<file path="src/rtl/irq_nest_pkg.sv">
package irq_nest_pkg;
  // which configuration target a write selects
  typedef enum logic [2:0] {
    SEL_NONE,
    SEL_PRIO,
    SEL_ENABLE,
    SEL_THRESH,
    SEL_GROUP
  } cfg_sel_e;
endpackage

</file>
<file path="src/rtl/irq_nest_cfg.sv">
module irq_nest_cfg
  import irq_nest_pkg::*;
#(
  parameter int N_SRC   = 8,
  parameter int PW      = 4,
  parameter int GW      = 3,
  parameter int AW      = 4,
  parameter int DW      = 8,
  parameter int PRE_RST = 2
) (
  input  logic                     clk,
  input  logic                     rst_n,
  input  logic                     we_i,
  input  logic [AW-1:0]            addr_i,
  input  logic [DW-1:0]            wdata_i,
  output logic [N_SRC-1:0][PW-1:0] prio_o,
  output logic [N_SRC-1:0]         en_o,
  output logic                     thr_en_o,
  output logic [PW-1:0]            thr_o,
  output logic [GW-1:0]            grp_o
);
  localparam logic [AW-1:0] A_EN  = AW'(N_SRC);
  localparam logic [AW-1:0] A_THR = AW'(N_SRC + 1);
  localparam logic [AW-1:0] A_GRP = AW'(N_SRC + 2);

  cfg_sel_e      sel;
  logic [GW-1:0] grp_d;

  always_comb begin
    sel = SEL_NONE;
    if (we_i) begin
      if (addr_i < A_EN)       sel = SEL_PRIO;
      else if (addr_i == A_EN)  sel = SEL_ENABLE;
      else if (addr_i == A_THR) sel = SEL_THRESH;
      else if (addr_i == A_GRP) sel = SEL_GROUP;
    end
  end

  // grouping value saturates at the full priority width
  always_comb begin
    grp_d = wdata_i[GW-1:0];
    if (wdata_i[GW-1:0] > GW'(PW)) grp_d = GW'(PW);
  end

  for (genvar i = 0; i < N_SRC; i++) begin : g_prio
    logic prio_we;
    assign prio_we = (sel == SEL_PRIO) && (addr_i == AW'(i));
    always_ff @(posedge clk or negedge rst_n) begin
      if (!rst_n)       prio_o[i] <= '0;
      else if (prio_we) prio_o[i] <= wdata_i[PW-1:0];
    end
  end

  always_ff @(posedge clk or negedge rst_n) begin
    if (!rst_n)                  en_o <= '0;
    else if (sel == SEL_ENABLE)  en_o <= wdata_i[N_SRC-1:0];
  end

  always_ff @(posedge clk or negedge rst_n) begin
    if (!rst_n) begin
      thr_en_o <= 1'b0;
      thr_o    <= '0;
    end else if (sel == SEL_THRESH) begin
      thr_en_o <= wdata_i[PW];
      thr_o    <= wdata_i[PW-1:0];
    end
  end

  always_ff @(posedge clk or negedge rst_n) begin
    if (!rst_n)                 grp_o <= GW'(PRE_RST);
    else if (sel == SEL_GROUP)  grp_o <= grp_d;
  end

  a_r4_group_in_range: assert property (@(posedge clk) disable iff (!rst_n)
    grp_o <= GW'(PW));
endmodule

</file>
<file path="src/rtl/irq_nest_pend.sv">
module irq_nest_pend #(
  parameter int N_SRC = 8
) (
  input  logic             clk,
  input  logic             rst_n,
  input  logic [N_SRC-1:0] irq_i,
  input  logic [N_SRC-1:0] clr_i,
  output logic [N_SRC-1:0] pend_o
);
  logic [N_SRC-1:0] irq_q;
  logic [N_SRC-1:0] rise;
  logic [N_SRC-1:0] pend_d;

  always_comb begin
    rise   = irq_i & ~irq_q;
    pend_d = (pend_o & ~clr_i) | rise;
  end

  always_ff @(posedge clk or negedge rst_n) begin
    if (!rst_n) begin
      irq_q  <= '0;
      pend_o <= '0;
    end else begin
      irq_q  <= irq_i;
      pend_o <= pend_d;
    end
  end

  for (genvar i = 0; i < N_SRC; i++) begin : g_chk
    a_r2_edge_latches: assert property (@(posedge clk) disable iff (!rst_n)
      (irq_i[i] && !irq_q[i]) |=> pend_o[i]);
  end
endmodule

</file>
<file path="src/rtl/irq_nest_arb.sv">
module irq_nest_arb #(
  parameter int N_SRC = 8,
  parameter int PW    = 4,
  parameter int IW    = 3
) (
  input  logic [N_SRC-1:0]         elig_i,
  input  logic [N_SRC-1:0][PW-1:0] prio_i,
  output logic                     valid_o,
  output logic [IW-1:0]            idx_o,
  output logic [PW-1:0]            best_o
);
  logic          v;
  logic [IW-1:0] ix;
  logic [PW-1:0] bp;

  // strict compare keeps the earlier (lower) index on equal priority
  always_comb begin
    v  = 1'b0;
    ix = '0;
    bp = '1;
    for (int i = 0; i < N_SRC; i++) begin
      if (elig_i[i] && (!v || prio_i[i] < bp)) begin
        v  = 1'b1;
        ix = IW'(i);
        bp = prio_i[i];
      end
    end
    valid_o = v;
    idx_o   = ix;
    best_o  = bp;
  end

  always_comb begin
    for (int j = 0; j < N_SRC; j++) begin
      if (valid_o && elig_i[j]) begin
        a_r3_none_better: assert (!(prio_i[j] < best_o) &&
                                  !(prio_i[j] == best_o && IW'(j) < idx_o));
      end
    end
  end
endmodule

</file>
<file path="src/rtl/irq_nest_stack.sv">
module irq_nest_stack #(
  parameter int IW    = 3,
  parameter int PW    = 4,
  parameter int DEPTH = 16,
  parameter int DPW   = 5
) (
  input  logic           clk,
  input  logic           rst_n,
  input  logic           push_i,
  input  logic           pop_i,
  input  logic [IW-1:0]  push_vec_i,
  input  logic [PW-1:0]  push_prio_i,
  output logic [DPW-1:0] depth_o,
  output logic [IW-1:0]  top_vec_o,
  output logic [PW-1:0]  top_prio_o,
  output logic [IW-1:0]  below_vec_o,
  output logic [PW-1:0]  below_prio_o
);
  localparam int XW = (DEPTH > 1) ? $clog2(DEPTH) : 1;

  logic [IW-1:0]  vec_q  [DEPTH];
  logic [PW-1:0]  prio_q [DEPTH];
  logic [DPW-1:0] depth_d;
  logic [XW-1:0]  wr_idx;
  logic [XW-1:0]  top_idx;
  logic [XW-1:0]  below_idx;

  always_comb begin
    top_idx   = XW'(depth_o - DPW'(1));
    below_idx = XW'(depth_o - DPW'(2));
    // a push together with a pop overwrites the finishing entry
    wr_idx    = pop_i ? top_idx : XW'(depth_o);
    depth_d   = depth_o + DPW'(push_i) - DPW'(pop_i);
  end

  always_ff @(posedge clk or negedge rst_n) begin
    if (!rst_n) begin
      for (int k = 0; k < DEPTH; k++) begin
        vec_q[k]  <= '0;
        prio_q[k] <= '0;
      end
    end else if (push_i) begin
      vec_q[wr_idx]  <= push_vec_i;
      prio_q[wr_idx] <= push_prio_i;
    end
  end

  always_ff @(posedge clk or negedge rst_n) begin
    if (!rst_n)                depth_o <= '0;
    else if (push_i || pop_i)  depth_o <= depth_d;
  end

  assign top_vec_o    = vec_q[top_idx];
  assign top_prio_o   = prio_q[top_idx];
  assign below_vec_o  = vec_q[below_idx];
  assign below_prio_o = prio_q[below_idx];

  a_r9_no_overflow: assert property (@(posedge clk) disable iff (!rst_n)
    (push_i && !pop_i) |-> depth_o < DPW'(DEPTH));
  a_r9_no_underflow: assert property (@(posedge clk) disable iff (!rst_n)
    pop_i |-> depth_o != '0);
endmodule

</file>
<file path="src/rtl/prio_irq_ctrl.sv">
module prio_irq_ctrl #(
  parameter  int N_SRC    = 8,
  parameter  int PRE_BITS = 2,
  parameter  int SUB_BITS = 2,
  localparam int PW       = PRE_BITS + SUB_BITS,
  localparam int IW       = $clog2(N_SRC),
  localparam int AW       = $clog2(N_SRC + 3),
  localparam int DW       = (N_SRC > PW) ? N_SRC : PW + 1,
  localparam int DEPTH    = 1 << PW,
  localparam int DPW      = $clog2(DEPTH + 1),
  localparam int GW       = $clog2(PW + 1)
) (
  input  logic             clk,
  input  logic             rst_n,
  input  logic [N_SRC-1:0] irq_i,
  input  logic             cfg_we_i,
  input  logic [AW-1:0]    cfg_addr_i,
  input  logic [DW-1:0]    cfg_wdata_i,
  output logic             req_valid_o,
  output logic [IW-1:0]    req_vec_o,
  input  logic             req_take_i,
  input  logic             eoi_i,
  output logic             run_valid_o,
  output logic [IW-1:0]    run_vec_o,
  output logic [DPW-1:0]   depth_o
);
  logic [N_SRC-1:0][PW-1:0] prio;
  logic [N_SRC-1:0]         en;
  logic                     thr_en;
  logic [PW-1:0]            thr;
  logic [GW-1:0]            grp;
  logic [N_SRC-1:0]         pend;
  logic [N_SRC-1:0]         clr;
  logic [N_SRC-1:0]         elig;
  logic                     arb_valid;
  logic [IW-1:0]            best_idx;
  logic [PW-1:0]            best_prio;
  logic [IW-1:0]            top_vec;
  logic [PW-1:0]            top_prio;
  logic [IW-1:0]            below_vec;
  logic [PW-1:0]            below_prio;
  logic                     busy;
  logic                     pop;
  logic                     push;
  logic                     ref_valid;
  logic [PW-1:0]            ref_prio;

  function automatic logic [PW-1:0] pre_of(input logic [PW-1:0] p,
                                           input logic [GW-1:0] g);
    return p >> (PW - int'(g));
  endfunction

  irq_nest_cfg #(
    .N_SRC(N_SRC), .PW(PW), .GW(GW), .AW(AW), .DW(DW), .PRE_RST(PRE_BITS)
  ) u_cfg (
    .clk(clk), .rst_n(rst_n), .we_i(cfg_we_i), .addr_i(cfg_addr_i),
    .wdata_i(cfg_wdata_i), .prio_o(prio), .en_o(en), .thr_en_o(thr_en),
    .thr_o(thr), .grp_o(grp)
  );

  irq_nest_pend #(.N_SRC(N_SRC)) u_pend (
    .clk(clk), .rst_n(rst_n), .irq_i(irq_i), .clr_i(clr), .pend_o(pend)
  );

  always_comb begin
    for (int i = 0; i < N_SRC; i++) begin
      elig[i] = pend[i] && en[i] && (!thr_en || (prio[i] < thr));
    end
  end

  irq_nest_arb #(.N_SRC(N_SRC), .PW(PW), .IW(IW)) u_arb (
    .elig_i(elig), .prio_i(prio), .valid_o(arb_valid),
    .idx_o(best_idx), .best_o(best_prio)
  );

  irq_nest_stack #(.IW(IW), .PW(PW), .DEPTH(DEPTH), .DPW(DPW)) u_stack (
    .clk(clk), .rst_n(rst_n), .push_i(push), .pop_i(pop),
    .push_vec_i(best_idx), .push_prio_i(best_prio), .depth_o(depth_o),
    .top_vec_o(top_vec), .top_prio_o(top_prio),
    .below_vec_o(below_vec), .below_prio_o(below_prio)
  );

  // on an end strobe the candidate competes with the level underneath
  always_comb begin
    busy      = (depth_o != '0);
    pop       = eoi_i && busy;
    ref_valid = eoi_i ? (depth_o >= DPW'(2)) : busy;
    ref_prio  = eoi_i ? below_prio : top_prio;
    req_valid_o = arb_valid &&
                  (!ref_valid || (pre_of(best_prio, grp) < pre_of(ref_prio, grp)));
    req_vec_o = best_idx;
    push      = req_valid_o && req_take_i;
    clr       = push ? (N_SRC'(1) << best_idx) : '0;
  end

  assign run_valid_o = busy;
  assign run_vec_o   = top_vec;

  a_r9_take_runs: assert property (@(posedge clk) disable iff (!rst_n)
    push |=> run_valid_o && (run_vec_o == $past(req_vec_o)));
  a_r2_offer_enabled: assert property (@(posedge clk) disable iff (!rst_n)
    req_valid_o |-> en[req_vec_o] && pend[req_vec_o]);
  a_r6_below_threshold: assert property (@(posedge clk) disable iff (!rst_n)
    (req_valid_o && thr_en) |-> prio[req_vec_o] < thr);
  a_r5_strict_nesting: assert property (@(posedge clk) disable iff (!rst_n)
    (push && !pop && busy && !cfg_we_i) |=>
      pre_of(top_prio, grp) < pre_of(below_prio, grp));
  a_r7_resume_prev: assert property (@(posedge clk) disable iff (!rst_n)
    (pop && !push && depth_o >= DPW'(2)) |=> run_vec_o == $past(below_vec));
  a_r8_tail_no_idle: assert property (@(posedge clk) disable iff (!rst_n)
    (pop && push) |=> run_valid_o && (depth_o == $past(depth_o)));
endmodule

</file>
<file path="config.mk">
export PLATFORM = sky130hd
export DESIGN_NAME = prio_irq_ctrl
export DESIGN_NICKNAME = d
export VERILOG_FILES = /design/src/rtl/irq_nest_pkg.sv /design/src/rtl/irq_nest_cfg.sv /design/src/rtl/irq_nest_pend.sv /design/src/rtl/irq_nest_arb.sv /design/src/rtl/irq_nest_stack.sv /design/src/rtl/prio_irq_ctrl.sv
export SDC_FILE = /design/constraint.sdc
export NUM_CORES = 1
export LEC_CHECK = 0
export BUFFER_PORTS_ARGS = -buffer_cell sky130_fd_sc_hd__buf_2
export CORE_MARGIN = 2
export CORE_UTILIZATION = 50
export CTS_BUF_LIST = sky130_fd_sc_hd__clkbuf_4 sky130_fd_sc_hd__clkbuf_8
export DETAILED_ROUTE_END_ITERATION = 16
export PLACE_DENSITY = 0.72
export SETUP_SLACK_MARGIN = 0.05
export SLEW_MARGIN = 0
export SYNTH_ARGS = -nofsm -noshare
export SYNTH_HDL_FRONTEND = slang
export SYNTH_HIERARCHICAL = 1
export SYNTH_SLANG_ARGS = --single-unit
</file>
<file path="constraint.sdc">
create_clock -name clk -period 15.5 [get_ports clk]
set_clock_uncertainty 0.1 [all_clocks]
set_input_delay 2.325 -clock clk [delete_from_list [all_inputs] [get_ports clk]]
set_output_delay 2.325 -clock clk [all_outputs]
set_load 0.03 [all_outputs]
</file>
Word-level counts from Yosys, hierarchy flattened
Cells that the tools add are included.
{ "word_totals": {"word_cells": 211, "out_inout_bits": 13, "register_bits": 181, "in_bits": 25} }
{ "classes": {"bitwise": 8, "n_addsub": 5, "eq_ne": 14, "n_lt_le_gt_ge": 23, "muxes": 48, "n_reduce_logical": 63, "shift": 3} }
{ "ops": {"columns": ["cell", "n"], "rows": [
  ["64-bit bitwise mux", 1],
  ["4-bit < comparator", 16],
  ["4-bit by 32-bit >> shifter with 4-bit output", 2],
  ["4-bit two-way mux", 15],
  ["48-bit bitwise mux", 1],
  ["3-bit two-way mux", 13],
  ["1-bit logical AND", 35],
  ["4-bit binary-select mux with 4-bit select", 2],
  ["1-bit logical OR", 17],
  ["8-bit bitwise AND", 2],
  ["4-bit demux with 4-bit select", 1],
  ["4-bit by 3-bit equality test with 1-bit output, second input constant", 4],
  ["8-bit inverter", 2],
  ["5-bit >= comparator, second input constant", 3],
  ["4-bit inverter with 5-bit output", 3],
  ["3-bit binary-select mux with 4-bit select", 1],
  ["3-bit demux with 4-bit select", 1],
  ["4-bit equality test, second input constant", 3],
  ["1-bit two-way mux", 10],
  ["1-bit zero test", 9],
  ["4-bit by 2-bit equality test with 1-bit output, second input constant", 2],
  ["8-bit two-way mux", 1],
  ["8-bit bitwise OR", 1],
  ["1-bit by 3-bit << shifter with 8-bit output, first input constant", 1],
  ["16 further kinds", 18]
]} }

Logic depth before layout (Yosys ltp)
{ "depth": {"depth_word": 41, "mapped_depth": 78, "ltp_nobuf": 76} }

Cells and area by module
The synthesis kept the hierarchy.
{ "modules_own_cells": {"columns": ["module", "instances", "area_each_um2", "seq_area_each_um2", "cells_each"], "rows": [
  ["irq_nest_stack", 1, 6870.3, 2927.8, 504],
  ["irq_nest_cfg", 1, 1936.9, 1202.4, 124],
  ["irq_nest_arb", 1, 1435.1, 0.0, 193],
  ["prio_irq_ctrl", 1, 1049.8, 0.0, 140],
  ["irq_nest_pend", 1, 560.5, 400.4, 40]
]} }

Worst setup path after synthesis
OpenSTA, ideal clock, no wires.
{ "synth_timing": {"path_type": "reg-to-output", "from": "register u_cfg.thr_o[1]", "to": "output port req_valid_o", "stages_incl_launch_ff": 68, "t_arrival_ns": 12.861, "path_slack_ns": 0.214, "path_cell_list": "dfrtp_1 -> inv_1 -> ha_1 -> a21o_1 -> a21o_1 -> a21o_1 -> a21oi_1 -> buf_2 -> nor2b_1 -> ha_1 -> nand2_1 -> a21oi_1 -> a31oi_4 -> mux2i_1 -> inv_1 -> ha_1 -> o22a_1 -> nand3_1 -> [32 not listed] -> inv_1 -> a31oi_1 -> mux2i_1 -> ha_1 -> a211oi_1 -> nand2_1 -> nor3_1 -> a221oi_4 -> mux2i_1 -> a32oi_1 -> nor2b_1 -> ha_1 -> a21o_1 -> a21oi_1 -> a21oi_1 -> a41o_1 -> buf_6 -> nor2_1"} }
{ "synth_between": {"elab_chain_cells": 36} }
{ "synth_rtl": {"columns": ["element", "line", "text"], "rows": [
  ["start: declaration", "irq_nest_cfg.sv:19", "output logic [PW-1:0] thr_o,"],
  ["start signal: assignment", "irq_nest_cfg.sv:65", "thr_o <= wdata_i[PW-1:0];"],
  ["4-bit < comparator (*)", "prio_irq_ctrl.sv:67", "elig[i] = pend[i] && en[i] && (!thr_en || (prio[i] < thr));"],
  ["1-bit logical OR (*)", "prio_irq_ctrl.sv:67", null],
  ["1-bit logical AND (*)", "prio_irq_ctrl.sv:67", null],
  ["net elig[0]", "prio_irq_ctrl.sv:34", "logic [N_SRC-1:0] elig;"],
  ["4-bit two-way mux / 1-bit two-way mux (equally long branches)", "irq_nest_arb.sv:22", "if (elig_i[i] && (!v || prio_i[i] < bp)) begin"],
  ["4-bit < comparator / 1-bit zero test (equally long branches)", "irq_nest_arb.sv:22", null],
  ["1-bit logical OR", "irq_nest_arb.sv:22", null],
  ["1-bit logical AND", "irq_nest_arb.sv:22", null],
  ["[22 not listed]", null, null],
  ["1-bit logical OR", "irq_nest_arb.sv:22", null],
  ["1-bit logical AND", "irq_nest_arb.sv:22", null],
  ["4-bit two-way mux (*)", "irq_nest_arb.sv:22", null],
  ["net best_prio[2]", "prio_irq_ctrl.sv:37", "logic [PW-1:0] best_prio;"],
  ["4-bit by 32-bit >> shifter with 4-bit output (*)", "prio_irq_ctrl.sv:50", "return p >> (PW - int'(g));"],
  ["4-bit < comparator (*)", "prio_irq_ctrl.sv:90", "(!ref_valid || (pre_of(best_prio, grp) < pre_of(ref_prio, grp)));"],
  ["1-bit logical OR (*)", "prio_irq_ctrl.sv:90", null],
  ["1-bit logical AND (*)", "prio_irq_ctrl.sv:89", "req_valid_o = arb_valid &&"],
  ["end: declaration", "prio_irq_ctrl.sv:19", "output logic req_valid_o,"]
]} }
Mark *: on every way through the listed nets, which the timed path passes. The rest lies on a longest branch.

Worst setup path after layout
{ "layout_timing": {"from": "register u_cfg/prio_o[1] (netlist name)", "to": "output port req_valid_o"} }
{ "layout_between": {"elab_chain_cells": 36} }
{ "layout_rtl": {"columns": ["element", "line", "text"], "rows": [
  ["start: declaration", "irq_nest_cfg.sv:16", "output logic [N_SRC-1:0][PW-1:0] prio_o,"],
  ["start signal: indexed assignment", "irq_nest_cfg.sv:50", "else if (prio_we) prio_o[i] <= wdata_i[PW-1:0];"],
  ["4-bit < comparator (*)", "prio_irq_ctrl.sv:67", null],
  ["1-bit logical OR (*)", "prio_irq_ctrl.sv:67", null],
  ["1-bit logical AND (*)", "prio_irq_ctrl.sv:67", null],
  ["net elig[0]", "prio_irq_ctrl.sv:34", null],
  ["4-bit two-way mux / 1-bit two-way mux (equally long branches)", "irq_nest_arb.sv:22", null],
  ["4-bit < comparator / 1-bit zero test (equally long branches)", "irq_nest_arb.sv:22", null],
  ["1-bit logical OR", "irq_nest_arb.sv:22", null],
  ["1-bit logical AND", "irq_nest_arb.sv:22", null],
  ["[22 not listed]", null, null],
  ["1-bit logical OR", "irq_nest_arb.sv:22", null],
  ["1-bit logical AND", "irq_nest_arb.sv:22", null],
  ["4-bit two-way mux (*)", "irq_nest_arb.sv:22", null],
  ["net best_prio[2]", "prio_irq_ctrl.sv:37", null],
  ["4-bit by 32-bit >> shifter with 4-bit output (*)", "prio_irq_ctrl.sv:50", null],
  ["4-bit < comparator (*)", "prio_irq_ctrl.sv:90", null],
  ["1-bit logical OR (*)", "prio_irq_ctrl.sv:90", null],
  ["1-bit logical AND (*)", "prio_irq_ctrl.sv:89", null]
]} }
Marks and branches as above.

==> impl_metrics.ini <==
[logic_synthesis]
syn_nets = 1051
syn_area_per_cell_um2 = 11.8
netlist_area_mm2 = 0.0115
syn_inst = 976
ys_warn_count = 6

[setup_path]
crit_path_max_incr_delay_ns = 0.40
reg2reg_slack_ns = 1.01
cp-end-kind = primary output
r2r-start = u_cfg/prio_o[1]$_DFFE_PN0P_
rr_worst_depth = 78
worstPathRequired_ns = 13.07
worst-setup-path-type = reg2out
critical_path_arrival_ns = 12.44
critPathMaxFanout = 5
r2r-end = u_stack/depth_o[4]$_DFFE_PN0P_
crit_path_top_delay_cell = dfrtp_1
worstSetupStartpointType = flip-flop
crit_top_cell = ha_1

[clocking]
ctsRootBufferMaster = clkbuf_8
cts_buffers = 17
clk_pin_slew_worst_paths_ns = 0.11
htreeDepth = 4
cts_num_sinks = 181
insertion_delay_ns = 0.48
cts_tree = built
clk_path_buf_depth = 2
hold_buffers = 0

[min_path]
hold_depth = 1
min_path_type = reg2reg
hold_start = u_pend/irq_q[0]$_DFF_PN0_
min_to = u_pend/pend_o[0]$_DFF_PN0_

[floorplan]
die_y_um = 156
num_rows = 55
num_io_pins = 38
die_w_um = 156
fp.coreArea_mm2 = 0.0226
design.die.area_mm2 = 0.0242
start_util = 0.508

[run]
drv_cap = 0

[routing]
vias = 8066
routed_wl_um = 27700
drtIter0Drc = 500
wire_per_inst_um = 20.4
antenna_left = 0
vias_per_cell = 5.95
dr.pass1.iters = 5
drc_errors = 0

[timing]
final_max_slew_viol_count = 0
fmax_ghz = 0.0673
worst_pin_slew_ns = 1.09
finalSetupViolations = 0
post-route-period-util = 0.959
timing.slew.headroom = 0.265
fin_crit_ns = 14.86
final-hold-violation-count = 0

[final_layout]
design_area_mm2 = 0.0129
antenna_cells = 0
drive_gt1_frac = 0.378
area_growth_pct = 12.2
fillers = 1875
final_nets = 1133

[place]
io_buffer_count = 37
hpwl_um = 18600
place_area_mm2 = 0.0121
gp_congestion = 0.858

[grt]
grt_usage = 0.235
first_global_vias = 8140
overflow = 0
grt_start_max_net_pins = 71
antenna_found_initial = 0
grt_pass1_wl_um = 44300

[outcome]
status = finished clean
-- registers in the layout, summed over array words and instances (netlist names), 4 cells and up --
signal           count
u_cfg/en_o           8
u_stack/depth_o      5
u_pend/pend_o        8
u_pend/irq_q         8
u_cfg/thr_o          4
u_stack/vec_q       48
u_stack/prio_q      64
u_cfg/prio_o        32
-- per-stage QoR --
stage | worst slack (ns) | hold slack (ns) | utilization | TNS, ns | instances
CTS | 0.103 | 0.334 | 0.557 | 0 | 1335
floorplan | 0.214 | 0.314 | - | 0 | 976
detailed placement | -0.563 | 0.319 | 0.532 | -0.836 | 1289
global placement | -0.109 | 0.314 | 0.532 | -0.109 | 1289
global route | -0.0892 | 0.350 | 0.570 | -0.0892 | 1356
finish | 0.637 | 0.332 | 0.570 | 0 | 1356
-- worst max-delay path by stage --
stage	slack, ns	end	cells past startpoint	startpoint
final	0.64	req_valid_o	69	u_cfg/prio_o[1]$_DFFE_PN0P_
after global routing	-0.09	req_valid_o	70	u_cfg/thr_o[1]$_DFFE_PN0N_
after CTS	0.10	req_valid_o	68	u_cfg/prio_o[1]$_DFFE_PN0P_
after detailed placement	-0.56	req_valid_o	65	u_cfg/prio_o[1]$_DFFE_PN0P_
after global placement	-0.11	req_valid_o	65	u_cfg/prio_o[1]$_DFFE_PN0P_
after floorplan	0.21	req_valid_o	67	u_cfg/thr_o[1]$_DFFE_PN0N_
-- layout make-up --
type                    instances  area (um^2)  share of cell area
clock inverters                13          134              0.0104
clock buffers                  19          255              0.0198
flip-flops and latches        181         4530               0.351
well taps                     285          357              0.0276
multi-input cells             699         6710               0.520
inverters                      56          210              0.0163
repair buffers                103          704              0.0546
-- placed cells by master (no fill, tap or decap), types with 4 or more instances in the layout --
cell type,n
and2_1,4
nor3_4,11
o21ai_0,17
nor2_1,34
o211ai_1,5
nand3_1,18
nor2_4,4
nor2b_1,4
a21oi_1,24
o21ai_1,6
o22ai_2,9
inv_2,6
a21o_1,28
buf_2,35
nand2_1,48
dfrtp_1,179
mux2i_1,69
inv_1,50
mux2_2,152
nand3b_1,7
nand2_2,5
nand4_1,6
xor2_1,4
ha_1,47
buf_4,64
mux2_4,11
mux2_1,5
a21oi_2,5
clkbuf_8,18
mux2i_2,6
xnor2_1,6
xnor2_4,4
inv_6,4
nor3_1,7
a22oi_1,30
mux4_2,15
nand2b_1,16
-- routing by layer --
| layer | GRT usage | wire, um |
|---|---|---|
| met1 | 0.300 | 12100 |
| met2 | 0.402 | 13800 |
| met3 | 0.0344 | 898 |
| met4 | 0.0983 | 941 |
| met5 | 0 | 0 |
-- critical path: cells and delay by family, from the launching register on --
family	cells	cell delay [ns]
AO/OA/AOI/OAI	30	4.86
adder cells (fa/ha/maj)	9	2.33
multiplexers	7	1.82
AND/OR/NAND/NOR	13	1.51
buffers and inverters	10	1.01
flip-flops	1	0.40
-- timing repair --
| action | 4_1_cts | 5_1_grt |
|---|---|---|
| buffers inserted | 14 | 21 |
| resized for setup | 14 | 34 |
| setup endpoints to repair | 18 | 90 |
| hold endpoints to repair | 0 | 0 |
| pin swaps | 4 | 14 |
| cloned | 0 | 0 |
Power is not shown: default switching activity piles up to over one toggle a cycle in this logic, so the estimate is an artifact.
